===== config.mk =====
export PLATFORM = sky130hd
export DESIGN_NAME = bank_addr_decoder
export DESIGN_NICKNAME = d
export VERILOG_FILES = /design/src/rtl/bank_addr_pkg.sv /design/src/rtl/bank_addr_ctrl.sv /design/src/rtl/bank_addr_dpath.sv /design/src/rtl/bank_addr_decoder.sv
export SDC_FILE = /design/constraint.sdc
export NUM_CORES = 1
export LEC_CHECK = 0
export ABC_AREA = 1
export BUFFER_PORTS_ARGS = -buffer_cell sky130_fd_sc_hd__buf_2
export CAP_MARGIN = 10
export CORE_MARGIN = 2
export CORE_UTILIZATION = 39
export CTS_CLUSTER_DIAMETER = 50
export DETAILED_ROUTE_END_ITERATION = 16
export PLACE_DENSITY = 0.88
export SLEW_MARGIN = 20
export SYNTH_ARGS = -nofsm -noshare
export SYNTH_HDL_FRONTEND = slang
export SYNTH_HIERARCHICAL = 1
export SYNTH_SLANG_ARGS = --single-unit

===== constraint.sdc =====
create_clock -name clk -period 3.9 [get_ports clk]
set_clock_uncertainty 0.15 [all_clocks]
set_input_delay 0.585 -clock clk [delete_from_list [all_inputs] [get_ports clk]]
set_output_delay 0.585 -clock clk [all_outputs]
set_load 0.01 [all_outputs]

===== src/rtl/bank_addr_pkg.sv =====
package bank_addr_pkg;
  localparam int ADDR_W     = 16;
  localparam int PHYS_W     = 17;
  localparam int LO_PAGE_W  = 3;
  localparam int HI_PAGE_W  = 2;
  localparam int BANK_BITS  = 13;
  localparam int PAGE_BITS  = 14;
  localparam int REGION_CNT = 6;

  // Field order fixes regionSel bit positions: regWin is bit 0.
  typedef struct packed {
    logic ioSpace;
    logic pagedRam;
    logic commonRam;
    logic bankRam;
    logic bootRom;
    logic regWin;
  } regionStb_t;
endpackage


===== src/rtl/bank_addr_ctrl.sv =====
module bank_addr_ctrl
  import bank_addr_pkg::*;
(
  input  logic [ADDR_W-1:0]    addr,
  input  logic                 isCode,
  input  logic                 rdStb,
  input  logic                 wrStb,
  input  logic [LO_PAGE_W-1:0] loPage,
  output regionStb_t           stb
);
  logic busActive;
  logic inRegWindow;

  assign busActive   = rdStb | wrStb;
  assign inRegWindow = (addr[ADDR_W-1:8] == '0);

  always_comb begin
    stb = '0;
    if (busActive) begin
      if (inRegWindow) begin
        stb.regWin = 1'b1;
      end else begin
        unique case (addr[ADDR_W-1:ADDR_W-2])
          2'd0: begin
            if (isCode || (loPage == '0)) stb.bootRom = 1'b1;
            else                          stb.bankRam = 1'b1;
          end
          2'd1: stb.commonRam = 1'b1;
          2'd2: stb.pagedRam  = 1'b1;
          default: stb.ioSpace = 1'b1;
        endcase
      end
    end
  end
endmodule


===== src/rtl/bank_addr_dpath.sv =====
module bank_addr_dpath
  import bank_addr_pkg::*;
(
  input  logic                 clk,
  input  logic                 rst_n,
  input  logic                 pageWe,
  input  logic                 pageIsUpper,
  input  logic [LO_PAGE_W-1:0] pageData,
  input  logic [ADDR_W-1:0]    addr,
  input  regionStb_t           stb,
  output logic [LO_PAGE_W-1:0] loPage,
  output logic [PHYS_W-1:0]    ramAddr
);
  localparam logic [PHYS_W-1:0] BANK_BASE  = PHYS_W'(1) << (PHYS_W-1);
  localparam logic [HI_PAGE_W-1:0] HI_RESET = HI_PAGE_W'(1);

  logic [HI_PAGE_W-1:0] hiPage;
  logic [LO_PAGE_W-1:0] bankIdx;
  logic [PHYS_W-1:0]    bankOff;
  logic [PHYS_W-1:0]    pageOff;

  always_ff @(posedge clk or negedge rst_n) begin
    if (!rst_n) begin
      loPage <= '0;
      hiPage <= HI_RESET;
    end else if (pageWe) begin
      if (!pageIsUpper)                        loPage <= pageData;
      else if (pageData[HI_PAGE_W-1:0] != '0)  hiPage <= pageData[HI_PAGE_W-1:0];
    end
  end

  assign bankIdx = loPage - LO_PAGE_W'(1);
  assign bankOff = PHYS_W'(bankIdx) << BANK_BITS;
  assign pageOff = PHYS_W'(hiPage) << PAGE_BITS;

  always_comb begin
    ramAddr = '0;
    if (stb.bankRam)
      ramAddr = BANK_BASE + bankOff + PHYS_W'(addr[BANK_BITS-1:0]);
    else if (stb.commonRam)
      ramAddr = PHYS_W'(addr[PAGE_BITS-1:0]);
    else if (stb.pagedRam)
      ramAddr = pageOff + PHYS_W'(addr[PAGE_BITS-1:0]);
  end
endmodule


===== src/rtl/bank_addr_decoder.sv =====
module bank_addr_decoder
  import bank_addr_pkg::*;
(
  input  logic                  clk,
  input  logic                  rst_n,
  input  logic [ADDR_W-1:0]     addr,
  input  logic                  isCode,
  input  logic                  rdStb,
  input  logic                  wrStb,
  input  logic                  pageWe,
  input  logic                  pageIsUpper,
  input  logic [LO_PAGE_W-1:0]  pageData,
  output logic [REGION_CNT-1:0] regionSel,
  output logic [PHYS_W-1:0]     ramAddr
);
  regionStb_t           stb;
  logic [LO_PAGE_W-1:0] loPage;

  bank_addr_ctrl u_ctrl (
    .addr   (addr),
    .isCode (isCode),
    .rdStb  (rdStb),
    .wrStb  (wrStb),
    .loPage (loPage),
    .stb    (stb)
  );

  bank_addr_dpath u_dpath (
    .clk         (clk),
    .rst_n       (rst_n),
    .pageWe      (pageWe),
    .pageIsUpper (pageIsUpper),
    .pageData    (pageData),
    .addr        (addr),
    .stb         (stb),
    .loPage      (loPage),
    .ramAddr     (ramAddr)
  );

  assign regionSel = stb;
endmodule


Word level (Yosys, flattened, before mapping)
Cells that the tools add are included.

Register bits: 5. Input bits: 26. Output and inout port bits: 23. Logic and storage cells: 30.

$add $sub $neg: 4. Equal/unequal tests: 2. Multiplexer cells: 12. Bitwise gates (word level): 2. Reduce and logical (&&, ||, !) cells: 8.

Operator list (count): 17-bit two-way mux (3); 16-bit by 14-bit adder with 17-bit output (1); 17-bit by 13-bit adder with 17-bit output (1); 17-bit by 16-bit adder with 17-bit output, first input constant (1); 8-bit zero test (1); 1-bit two-way mux (6); 6-bit two-way mux (1); 5-bit two-way mux (1); 3-bit zero test (1); 3-bit AND reduction (1); 3-bit OR reduction (1); 3-bit by 1-bit subtractor with 3-bit output, second input constant (1); 2-bit by 1-bit == test with 1-bit output, second input constant (1); 2-bit == test, second input constant (1); 2-bit zero test (1); 2-bit two-way mux (1); 2-bit AND reduction (1); 2-bit nonzero test (1); 1-bit logical OR (1); 1-bit NOT (1); 1-bit bitwise OR (1).

Longest topological paths before layout
Word-level depth: 9. Mapped depth: 10. Mapped depth without buffers: 9.

By module
Netlist, hierarchy kept.

Modules (own cells, without submodules): bank_addr_dpath (instances 1, cells an instance 71, area each 456.7 um2, seq. area each 126.4 um2); bank_addr_ctrl (instances 1, cells an instance 22, area each 100.1 um2, seq. area each 0.0 um2).

Worst setup path before layout
Ideal clock, no wire load.

Kind: in2out. From: input port addr[15]. To: output port ramAddr[10]. Arrival: 1.737 ns. Data required time: 3.165 ns. Setup slack: 1.428 ns. Stages: 10. Path buffers: 1. Cells stage by stage: nor2_2 -> inv_1 -> nor2_2 -> o21ai_1 -> nor2_1 -> inv_2 -> nand2_2 -> nor2_4 -> buf_12 -> nor2_2.

Elaborated cells between the ends (all ways): 12. Those cells by class: eq/ne: 2; mux: 8; reduce/logical: 2.

RTL lines: start: declaration (RTL line bank_addr_decoder.sv:6) `input logic [ADDR_W-1:0] addr,`; 2-bit zero test (RTL line bank_addr_ctrl.sv:23) `unique case (addr[ADDR_W-1:ADDR_W-2])`; 2-bit two-way mux (RTL line bank_addr_ctrl.sv:23); 5-bit two-way mux * (RTL line bank_addr_ctrl.sv:20) `if (inRegWindow) begin`; 6-bit two-way mux * (RTL line bank_addr_ctrl.sv:19) `if (busActive) begin`; via regionSel[2] (RTL line bank_addr_decoder.sv:13) `output logic [REGION_CNT-1:0] regionSel,`; 17-bit two-way mux * (RTL line bank_addr_dpath.sv:38) `if (stb.bankRam)`; end: declaration (RTL line bank_addr_decoder.sv:14) `output logic [PHYS_W-1:0] ramAddr`.

The timed path passes the listed nets; every way through them passes the cells marked *.

Worst setup path in the final report
From: input port wrStb. To: output port ramAddr[0].

Longest elaborated chain between the ends: 5.

Ends and longest elaborated chain: start: declaration (RTL line bank_addr_decoder.sv:9) `input logic wrStb,`; 1-bit bitwise OR * (RTL line bank_addr_ctrl.sv:14) `assign busActive = rdStb | wrStb;`; 6-bit two-way mux * (RTL line bank_addr_ctrl.sv:19); 17-bit two-way mux (RTL line bank_addr_dpath.sv:42) `else if (stb.pagedRam)`; 17-bit two-way mux (RTL line bank_addr_dpath.sv:40) `else if (stb.commonRam)`; 17-bit two-way mux * (RTL line bank_addr_dpath.sv:38).

Every way passes the cells marked *; elsewhere a longest branch is shown, timed or not.

==> reports/results.ini <==
[finish]
fillCellCount=131
synthToLayoutAreaGrowth_pct=48.1
nNetsFinal=172
drive_above_1_share_pct=48.6
antenna-diode-count=0

[worst_setup_path]
worst_ep_arrival_time_ps=1940
path_class=input pin to output port
crit_fanout=14
cp-start-kind=input pin
critical_path_required_ps=3160
crit_path_end_kind=output port

[detailed_routing]
antenna_violating_nets_post_route=0
remaining_drc_errors=0
drt_total_wl_um=1380
drtIter0Drc=5
detailroute.via_count=704
routed_wire_length_per_instance_um=8.67
drt_pass1_iterations=3
avgViaCountPerCell=4.43

[status]
run_status=finished, final reports clean

[logic_synthesis]
asyncSetResetFlopFracSynth_pct=100
synthMostInstantiatedCell=sky130_fd_sc_hd__inv_1
synth_top_area_cell=sky130_fd_sc_hd__dfrtp_1
yosys_warnings=6
mappedNetlistArea_um2=557
post-synth-top-area-fraction_pct=18.0
synthDistinctLibCells=18
share_of_synthesized_area_occupied_by_flip_flops_and_latches_pct=22.7
ys_dominant_reg_cell=sky130_fd_sc_hd__dfrtp_1
syn-num-nets=120
post_synth_edffs=0
netlist_top_cells_area=sky130_fd_sc_hd__dfrtp_1 18%, sky130_fd_sc_hd__inv_1 16%, sky130_fd_sc_hd__nor2_2 13%, sky130_fd_sc_hd__nand2_1 11%, sky130_fd_sc_hd__nor2_1 7.4%
synthTopCellsByCount=24 x sky130_fd_sc_hd__inv_1, 17 x sky130_fd_sc_hd__nand2_1, 12 x sky130_fd_sc_hd__nor2_2
yosys_register_bits=5
post_synth.cell_area_avg_um2=5.99
post_synth_inst_count=93

[place]
buffer_ports.inserted=48
minimum_setup_slack_after_placement_ps=1220
place_hpwl_um=1190
gp_congestion=0.778

[hold_path]
hold_path_class=flip-flop to flip-flop

[power_and_ir_drop]
p_int_mw=0.135
comb_power_share_pct=40.2
power.ir.vdd_worst_mv=0.153
pwr_density_cell_mw_per_mm2=254
p_switching_mw=0.0744
swShare_pct=35.5
leakage_nw=0.548
clkPwrFrac_pct=28.1
power.sequential.fraction_pct=31.8

[cts]
cts_setup_buffers=0
worst_skew_late_latency_ps=240
cts.repair.resized=0
clockRootBuffer=sky130_fd_sc_hd__clkbuf_4
clock_pin_slew_worst_setup_and_hold_paths_ps=40
clockBufferDepth=2
cts.htree.levels=1
clkSinkCount=5
cts_tree=yes
cts_buffers=3

[timing]
timing.slew.headroom_pct=61.7
postLayoutSetupSlackWorst_ps=1220
setup_viol=0
hold_violations=0
rsz0062_at_grt=no
finalHoldWorstSlack_ps=328
worst_slew_pin_slew_ps=571
totalNegativeSetupSlack_ps=0
timing_max_transition_violations_final=0
maximum_operating_frequency_ghz=0.373
period_share_pct=68.7
period_needed_ps=2680

[global_route]
grt_max_degree=15
grt_pass1_wl_um=2370
grt.overflow.total=0
antenna_found_initial=0
all_layer_gr_usage_pct=16.7
vias_in_the_first_global_route=630

[die]
ioPinCount=49
core_ar_mm2=0.00132
dieHeight_um=41.8
die-width_um=41.8
rows=13
fp.dieArea_mm2=0.00175
floorplan.initialDensity_pct=42.3

[run]
max-cap-violations=0

## logic make-up after synthesis
logic type               synth area share (%)
AND/OR/NAND/NOR                          50.6
buffers and inverters                    21.8
flip-flops                               22.7
AO/OA/AOI/OAI                            2.69
adder cells (fa/ha/maj)                  2.25
## area by class of cell
cell class	count	area [um^2]	share of cell area, %
clock buffers	4	26.3	3.19
inverters	25	93.8	11.4
multi-input cells	61	309	37.5
flip-flops and latches	5	126	15.3
well taps	15	18.8	2.28
repair buffers	49	250	30.3
## power groups by stage
stage          Combinational [mW]  Clock (mW)  Sequential, mW
4_1_cts                    0.0853      0.0624          0.0662
2_1_floorplan              0.0546           0          0.0651
3_5_place_dp               0.0842           0          0.0667
3_3_place_gp               0.0823           0          0.0663
5_1_grt                    0.0951      0.0654          0.0670
6_report                   0.0841      0.0587          0.0665
## layout by cell type, fill, tap and decap left out, drive strengths merged
master / count
a21oi: 1
buf: 48
clkbuf: 4
dfrtp: 4
dfstp: 1
dlygate4sd3: 1
ha: 1
inv: 25
nand2: 19
nand3: 8
nor2: 25
nor3: 4
o21ai: 2
or2: 1
## sequential cells by signal (all words and copies together) (netlist names)
name	flops
u_dpath/hiPage	2
u_dpath/loPage	3
## routing by layer
layer / global-route usage [%] / up-vias / part of all wire (%)
li1: - / 371 / -
met1: 15.6 / 299 / 36
met2: 32.5 / 34 / 51
met3: 4.78 / 0 / 13
met4: 7.74 / 0 / 0
met5: 0 / - / 0
## per-stage QoR
| step | std cells | cell area (um^2) | power, mW | util [%] |
|---|---|---|---|---|
| detailed placement | 154 | 788 | 0.151 | 59.8 |
| global route | 159 | 825 | 0.227 | 62.6 |
| CTS | 159 | 825 | 0.214 | 62.6 |
| finish | 159 | 825 | 0.209 | 62.6 |
| global placement | 154 | 788 | 0.149 | 59.8 |
| floorplan | 93 | 557 | 0.120 | - |
## final timing paths
path / from / slack [ps] / cells after the start / to
hold / removal: u_dpath/hiPage[0] / 330 / 2 / u_dpath/hiPage[0]
max in group asynchronous: rst_n / 2860 / 2 / u_dpath/hiPage[0]
min in group asynchronous: rst_n / 530 / 2 / u_dpath/loPage[0]
setup reg to reg: u_dpath/hiPage[0] / 3050 / 2 / u_dpath/hiPage[0]
hold reg to reg: u_dpath/hiPage[0] / 330 / 2 / u_dpath/hiPage[0]
setup / recovery: wrStb / 1220 / 10 / ramAddr[0]
## timing repair
action,4_1_cts,5_1_grt
endpoints found under the setup margin,0,0
hold buffers,1,0
endpoints found under the hold margin,4,0
## worst max-delay path, stage by stage
cell	delay, ps
sky130_fd_sc_hd__buf_2	100
sky130_fd_sc_hd__nor2_2	210
sky130_fd_sc_hd__nor2_2	70
sky130_fd_sc_hd__o21ai_1	100
sky130_fd_sc_hd__nor2_1	130
sky130_fd_sc_hd__inv_2	80
sky130_fd_sc_hd__nand2_2	60
sky130_fd_sc_hd__nor2_4	370
sky130_fd_sc_hd__nor2_1	80
sky130_fd_sc_hd__buf_2	150
Power figures use the tool's default switching activity.
